[config.mk]
export PLATFORM = sky130hd
export DESIGN_NAME = dlink_tx_queue
export DESIGN_NICKNAME = d
export VERILOG_FILES = /design/src/rtl/dlq_pkg.sv /design/src/rtl/dlq_store.sv /design/src/rtl/dlq_status.sv /design/src/rtl/dlink_tx_queue.sv
export SDC_FILE = /design/constraint.sdc
export NUM_CORES = 1
export LEC_CHECK = 0
export ABC_AREA = 1
export CELL_PAD_IN_SITES_DETAIL_PLACEMENT = 0
export CELL_PAD_IN_SITES_GLOBAL_PLACEMENT = 1
export CORE_MARGIN = 2
export CORE_UTILIZATION = 30
export CTS_BUF_LIST = sky130_fd_sc_hd__clkbuf_8 sky130_fd_sc_hd__clkbuf_16
export CTS_CLUSTER_DIAMETER = 60
export DETAILED_ROUTE_END_ITERATION = 8
export HOLD_SLACK_MARGIN = 0.02
export PLACE_DENSITY = 0.62
export SKIP_CTS_REPAIR_TIMING = 1
export SLEW_MARGIN = 20
export SYNTH_ARGS = -nofsm -noshare
export SYNTH_HDL_FRONTEND = slang
export SYNTH_HIERARCHICAL = 1
export SYNTH_SLANG_ARGS = --single-unit
[constraint.sdc]
create_clock -name clk -period 2.7 [get_ports clk]
set_input_delay 0.81 -clock clk [delete_from_list [all_inputs] [get_ports clk]]
set_output_delay 0.81 -clock clk [all_outputs]
set_load 0.005 [all_outputs]
[src/rtl/dlq_pkg.sv]
package dlq_pkg;
  localparam int BYTE_W = 8;

  typedef struct packed {
    logic              eom;
    logic [BYTE_W-1:0] byte_q;
  } dlq_entry_t;

  typedef enum logic [1:0] {
    IRQ_NEAR  = 2'd0,
    IRQ_UNDER = 2'd1,
    IRQ_DONE  = 2'd2
  } irq_src_e;
endpackage

[src/rtl/dlq_store.sv]
module dlq_store
  import dlq_pkg::*;
#(
  parameter int DEPTH = 128,
  localparam int AW = $clog2(DEPTH),
  localparam int CW = $clog2(DEPTH + 1)
) (
  input  logic          clk,
  input  logic          rst_n,
  input  logic          push,
  input  dlq_entry_t    push_ent,
  input  logic          pop_ready,
  output logic          out_valid,
  output dlq_entry_t    out_ent,
  output logic [CW-1:0] count,
  output logic          full,
  output logic          empty
);
  dlq_entry_t    mem [DEPTH];
  logic [AW-1:0] rd_ptr, wr_ptr;
  logic [CW-1:0] cnt;
  logic          do_push, do_pop;

  function automatic logic [AW-1:0] bump(input logic [AW-1:0] p);
    return (p == AW'(DEPTH - 1)) ? '0 : p + AW'(1);
  endfunction

  assign full      = (cnt == CW'(DEPTH));
  assign empty     = (cnt == '0);
  assign out_valid = !empty;
  assign out_ent   = mem[rd_ptr];
  assign count     = cnt;
  assign do_push   = push && !full;
  assign do_pop    = out_valid && pop_ready;

  always_ff @(posedge clk) begin
    if (do_push) mem[wr_ptr] <= push_ent;
  end

  always_ff @(posedge clk) begin
    if (!rst_n) begin
      rd_ptr <= '0;
      wr_ptr <= '0;
      cnt    <= '0;
    end else begin
      if (do_push) wr_ptr <= bump(wr_ptr);
      if (do_pop)  rd_ptr <= bump(rd_ptr);
      case ({do_push, do_pop})
        2'b10:   cnt <= cnt + CW'(1);
        2'b01:   cnt <= cnt - CW'(1);
        default: cnt <= cnt;
      endcase
    end
  end

  // a dropped write leaves the fill level untouched
  p_full_hold_r3: assert property (@(posedge clk) disable iff (!rst_n)
    (full && push && !pop_ready) |=> (full && $stable(cnt)));

  // fill never exceeds capacity
  p_no_overflow_r3: assert property (@(posedge clk) disable iff (!rst_n)
    cnt <= CW'(DEPTH));

  // head held under back-pressure
  p_hold_head_r2: assert property (@(posedge clk) disable iff (!rst_n)
    (out_valid && !pop_ready) |=> (out_valid && $stable(out_ent)));
endmodule

[src/rtl/dlq_status.sv]
module dlq_status
  import dlq_pkg::*;
#(
  parameter int CW = 8
) (
  input  logic          clk,
  input  logic          rst_n,
  input  logic [CW-1:0] count,
  input  logic [CW-1:0] ne_level,
  input  logic          pop,
  input  logic          pop_eom,
  input  logic          tx_ready,
  input  logic          tx_valid,
  input  logic          tx_closed,
  input  logic          stat_rd,
  input  logic [2:0]    irq_en,
  output logic          near_empty,
  output logic          underrun,
  output logic          msg_done,
  output logic          irq
);
  logic mid_msg;
  logic ur_evt;
  logic [2:0] src;

  assign near_empty = (count <= ne_level);
  assign ur_evt     = tx_ready && !tx_valid && mid_msg;

  always_ff @(posedge clk) begin
    if (!rst_n) begin
      mid_msg  <= 1'b0;
      underrun <= 1'b0;
      msg_done <= 1'b0;
    end else begin
      if (pop) mid_msg <= !pop_eom;
      underrun <= ur_evt    | (underrun && !stat_rd);
      msg_done <= tx_closed | (msg_done && !stat_rd);
    end
  end

  always_comb begin
    src            = '0;
    src[IRQ_NEAR]  = near_empty;
    src[IRQ_UNDER] = underrun;
    src[IRQ_DONE]  = msg_done;
  end

  assign irq = |(src & irq_en);

  // starvation mid-message is recorded
  p_ur_set_r6: assert property (@(posedge clk) disable iff (!rst_n)
    ur_evt |=> underrun);

  // closing-flag report is recorded
  p_done_set_r7: assert property (@(posedge clk) disable iff (!rst_n)
    tx_closed |=> msg_done);

  // read clears when no new event arrives
  p_read_clear_r8: assert property (@(posedge clk) disable iff (!rst_n)
    (stat_rd && !tx_closed) |=> !msg_done);
endmodule

[src/rtl/dlink_tx_queue.sv]
module dlink_tx_queue
  import dlq_pkg::*;
#(
  parameter int DEPTH = 128,
  localparam int CW = $clog2(DEPTH + 1)
) (
  input  logic              clk,
  input  logic              rst_n,
  input  logic              wr_en,
  input  logic              wr_last,
  input  logic [BYTE_W-1:0] wr_data,
  input  logic [CW-1:0]     ne_level,
  input  logic [2:0]        irq_en,
  input  logic              stat_rd,
  output logic              tx_valid,
  input  logic              tx_ready,
  output logic [BYTE_W-1:0] tx_data,
  output logic              tx_last,
  input  logic              tx_closed,
  output logic              sts_empty,
  output logic              sts_full,
  output logic              sts_near_empty,
  output logic              sts_underrun,
  output logic              sts_msg_done,
  output logic              irq
);
  dlq_entry_t    in_ent, head;
  logic [CW-1:0] fill;

  assign in_ent.eom    = wr_last;
  assign in_ent.byte_q = wr_data;
  assign tx_data       = head.byte_q;
  assign tx_last       = head.eom;

  dlq_store #(.DEPTH(DEPTH)) u_store (
    .clk       (clk),
    .rst_n     (rst_n),
    .push      (wr_en),
    .push_ent  (in_ent),
    .pop_ready (tx_ready),
    .out_valid (tx_valid),
    .out_ent   (head),
    .count     (fill),
    .full      (sts_full),
    .empty     (sts_empty)
  );

  dlq_status #(.CW(CW)) u_status (
    .clk        (clk),
    .rst_n      (rst_n),
    .count      (fill),
    .ne_level   (ne_level),
    .pop        (tx_valid && tx_ready),
    .pop_eom    (head.eom),
    .tx_ready   (tx_ready),
    .tx_valid   (tx_valid),
    .tx_closed  (tx_closed),
    .stat_rd    (stat_rd),
    .irq_en     (irq_en),
    .near_empty (sts_near_empty),
    .underrun   (sts_underrun),
    .msg_done   (sts_msg_done),
    .irq        (irq)
  );

  // no interrupt with every source disabled
  p_irq_off_r9: assert property (@(posedge clk) disable iff (!rst_n)
    (irq_en == 3'b000) |-> !irq);

  // a tagged write into an empty queue surfaces as a tagged head
  p_tag_head_r1: assert property (@(posedge clk) disable iff (!rst_n)
    (wr_en && wr_last && sts_empty) |=> (tx_valid && tx_last));

  // stream valid mirrors the empty flag
  p_valid_empty_r4: assert property (@(posedge clk) disable iff (!rst_n)
    tx_valid == !sts_empty);
endmodule

# Word-level counts from Yosys, hierarchy flattened
# Memory sizes are Yosys's and may differ from the RTL's. A register that Yosys moved wholly into a read port is not among the register bits.
# Index checks and enable logic that the tools add are counted.
dict set report word_totals {
  reg_bits 25
  ram_bits 1152
  mem_count 1
  word_cells 40
}
dict set report op_classes {
  muxes 7
  n_reduce_logical 13
  magnitude_cmp 1
  bitwise 3
  n_addsub 4
  n_eq_ne 5
}
# memory words width read_ports rd_clocked_by_memory_dff write_ports line
set mem_list {}
lappend mem_list {u_store.mem 128 9 1 1 1 dlq_store.sv:19} ;# dlq_entry_t mem [DEPTH];
# cell count
set op_table {}
lappend op_table {{$mux W7} 4}
lappend op_table {{$pmux W8 S2} 1}
lappend op_table {{$add A7 B1 Y7 const B} 2}
lappend op_table {{$eq A7 B7 Y1 const B} 2}
lappend op_table {{$add A8 B1 Y8 const B} 1}
lappend op_table {{$eq A8 B8 Y1 const B} 1}
lappend op_table {{$le A8 B8 Y1} 1}
lappend op_table {{$logic_not A8 Y1} 1}
lappend op_table {{$sub A8 B1 Y8 const B} 1}
lappend op_table {{$logic_and A1 B1 Y1} 6}
lappend op_table {{$logic_not A1 Y1} 4}
lappend op_table {{$and A3 B3 Y3} 1}
lappend op_table {{$reduce_or A3 Y1} 1}
lappend op_table {{$eq A2 B1 Y1 const B} 1}
lappend op_table {{$eq A2 B2 Y1 const B} 1}
lappend op_table {{$mux W1} 2}
lappend op_table {{$or A1 B1 Y1} 2}
lappend op_table {{$reduce_bool A2 Y1} 1}

# Depth between registers and ports, before layout
dict set report depth {
  depth_word 5
  ltp_mapped 21
  ltp_nobuf 20
}

# By module
# Netlist, hierarchy kept.
# mod area_per_inst_um2 cells_per_inst instances
set modules_own_cells {}
lappend modules_own_cells {dlq_store 48476.5 4166 1}
lappend modules_own_cells {dlq_status 355.3 52 1}
lappend modules_own_cells {dlink_tx_queue 7.5 2 1}

# Worst setup path after synthesis
# Ideal clock, no wire load.
dict set report synth_timing {
  path_type {in2reg}
  from {in wr_en}
  to {reg u_store.cnt[4] (netlist: u_store/count[4])}
  t_arrival_ps 2608
  t_required_ps 2585
  setup_slack_ps -24
  cell_stages 16
  setup_time_ps 115
  cell_sequence {inv_1 nor2_4 buf_6 clkinv_2 ha_1 buf_4 inv_1 nand2_1 nand2_1 inv_1 ha_1 a21oi_1 o21bai_1 xnor2_1 o21ai_0 inv_1}
}
dict set report synth_via {
  elab_chain_len 3
  word_cells_on_any_way 5
}
# item line
set synth_rtl {}
lappend synth_rtl {{start, declared} dlink_tx_queue.sv:9} ;# input logic wr_en,
lappend synth_rtl {{$logic_and A1 B1 Y1 *} dlq_store.sv:33} ;# assign do_push = push && !full;
lappend synth_rtl {{$eq A2 B1 Y1 or $eq A2 B2 Y1 (tied branches)} dlq_store.sv:48} ;# case ({do_push, do_pop})
lappend synth_rtl {{$pmux W8 S2 or $reduce_bool A2 Y1 (tied branches)} -}
lappend synth_rtl {{end signal, assigned} dlq_store.sv:49} ;# 2'b10: cnt <= cnt + CW'(1);
lappend synth_rtl {{end signal, assigned} dlq_store.sv:50} ;# 2'b01: cnt <= cnt - CW'(1);
lappend synth_rtl {{end signal, assigned} dlq_store.sv:51} ;# default: cnt <= cnt;
lappend synth_rtl {{end, declared} dlq_store.sv:21} ;# logic [CW-1:0] cnt;
# Every way passes the cells marked *; elsewhere a longest branch is shown, timed or not.
# A chain may end at the register's enable or synchronous reset.

==> metrics.cfg <==
[outcome]
status=finished with violations
violations=negative setup slack

[pwr]
powerDensity_nw_per_um2=844.0
p_comb_share_pct=26.8
p_sw_share_pct=30.67
pwr-share-clk_pct=34.0
vdd_ir_drop_max_mv=0.5412
p_leak_uw=0.02260
power_switching_uw=16000
p_seq_share_pct=39.3
power.internal_uw=36170

[drt]
drtIter0Drc=2918
drc_errors=0
num_vias=33390
vias_per_cell=4.842
wl_per_cell_um=21.26
ant_nets=0
routed_wl_um=146600
dr.pass1.iters=5

[timing]
drv_slew=0
fin_skew_ns=0.02302
grt_setup_unrepaired=true
setup_violations=12
tightest_slew_ns=0.6914
final.setup.worst_slack_ns=-1.030
period_share_pct=138.1
fin_crit_ns=3.730
whs_ns=0.4336
timing.fmax_mhz=268.1
relSlewSlack_pct=53.90
hold_violations=0

[placement]
gp_congestion=0.8343
place_inst=6596
placed_cell_area_um2=54860
dp_hpwl_um=89360
port_buffers=41

[worst_setup_path]
crit_required_ns=1.89
end_kind=primary output
crit_fanout=14
critPathArrivalTime_ns=2.92
crit_type=register to primary output
crit_path_start_kind=register

[clock_tree]
cts.sinks=1184
clk_path_buf_depth=3
clkLatencyLatePin_ns=0.75
htreeDepth=4
cts_tree=done
cts_root_buf=clkbuf_16
clk_pin_slew_ns=0.06
numCtsBuffers=133

[floorplanning]
core_um2=162200
io_pins=42
die-area_um2=166000
die_w_um=407.5
row_count=148
start_util_pct=30.11
die_y_um=407.5

[synthesis]
async_flop_share_pct=0
synth_edf_count=1152
syn-cell-area_um2=48840
synth_nets=4259
synth_cell_type_count=38
ys_warn_count=6
synthCells=4220
synth_seq_cells=1184
postSynthAreaPerCell_um2=11.57
ys_seq_area_share_pct=72.14
ys.flop_type=edfxtp_1

[global_routing]
overflow=0
grtUsageTotal_pct=16.67
grt_pass1_vias=31790
grt_antenna_before_repair=0
grt_max_degree=85
grt_pass1_wl_um=208200

[finish]
most-common-layout-cells=nand2_1, edfxtp_1, nand3_1
finalNonFillerCells=6896
nets=4661
layout_commonest_cell=nand2_1
syn2layout_area_growth_pct=26.56
drive_above_1_share_pct=21.36
final_util_pct=38.11
fin_area_um2=61810

[run]
max-cap-violations=0

[worst_hold_path]
hold_class=primary input to register

[through the flow]
step	TNS (ns)	total power, uW	setup slack [ns]
2_1_floorplan	0	27070	0.02222
3_3_place_gp	-275.24	32500	-0.8460
3_5_place_dp	-253.81	32510	-0.8103
4_1_cts	-17.38	50250	-1.634
5_1_grt	-10.88	54340	-1.110
6_report	-9.389	52170	-1.030
[synth_stat cells, types with 22 or more instances]
master       n  area share (%)
a21oi_1     30            0.31
buf_1       26            0.20
buf_2      142             1.5
buf_4       42            0.65
buf_6       22            0.51
clkbuf_1    28            0.22
dfxtp_1     32             1.3
edfxtp_1  1152              71
inv_1       46            0.35
nand2_1   1414              11
nand3_1   1059              11
nor2_1     145             1.1
[sequential cells by signal (all words and copies together) (netlist names), named ones only]
name and cells:
u_store/wr_ptr 7, u_status/msg_done 1, u_store/rd_ptr 7, u_status/mid_msg 1, u_status/underrun 1, u_store/count 8, u_store/mem 1152
[power by group through the flow]
stage | logic, uW | registers [uW] | clock network [uW]
6_report | 14000 | 20500 | 17700
4_1_cts | 11700 | 20400 | 18100
5_1_grt | 15100 | 20500 | 18700
2_1_floorplan | 6300 | 20800 | 0
3_5_place_dp | 11700 | 20800 | 0
3_3_place_gp | 11700 | 20800 | 0
[layout make-up]
| cell class | count | area [um^2] |
|---|---|---|
| fill | 15760 | 100400 |
| antenna | 1 | 2.502 |
| timing repair inverter | 4 | 92.59 |
| sequential | 1184 | 35270 |
| multi-input combinational | 2718 | 13290 |
| tap | 2175 | 2721 |
| clock inverter | 90 | 719.4 |
| inverter | 58 | 257.7 |
| clock buffer | 143 | 3533 |
| timing repair buffer | 523 | 5933 |
[metal layers]
layer,track usage [%],part of all wire (%)
met1,23.02,44
met2,26.79,47
met3,2.704,6.2
met4,5.307,2.9
met5,0,0
[path summary, 6_finish.rpt]
path	start	to	slack [ns]	depth (start not counted)
worst max-delay path	register	tx_data[1]	-1.03	14
worst min register to register	u_status/underrun	u_status/underrun	0.48	2
worst max register to register	register	u_status/mid_msg	0.13	19
worst min-delay path	wr_data[4]	u_store/mem[98][4]	0.43	1
[critical path, cell delays in order (launching register included)]
cell and delay, ns:
dfxtp_4 0.40, buf_12 0.21, buf_4 0.17, clkbuf_16 0.17
nand2_1 0.05, nand3_1 0.07, nand3_1 0.10, nand3_1 0.17
nand2_2 0.12, nand2_1 0.09, nand3_2 0.18, nand2_1 0.11
nand2_1 0.08, nand2_4 0.10, clkbuf_2 0.13
[cells by family after synthesis]
logic type,Yosys count,share of synthesized area [%]
AOI/OAI and AO/OA,46,0.4893
xor gates and xnor gates,15,0.2690
adders and majority gates,13,0.3331
buffers and inverters,318,3.492
DFF,1184,72.14
and+or+nand+nor,2644,23.27
No activity file was read; power rests on OpenSTA's default activity.
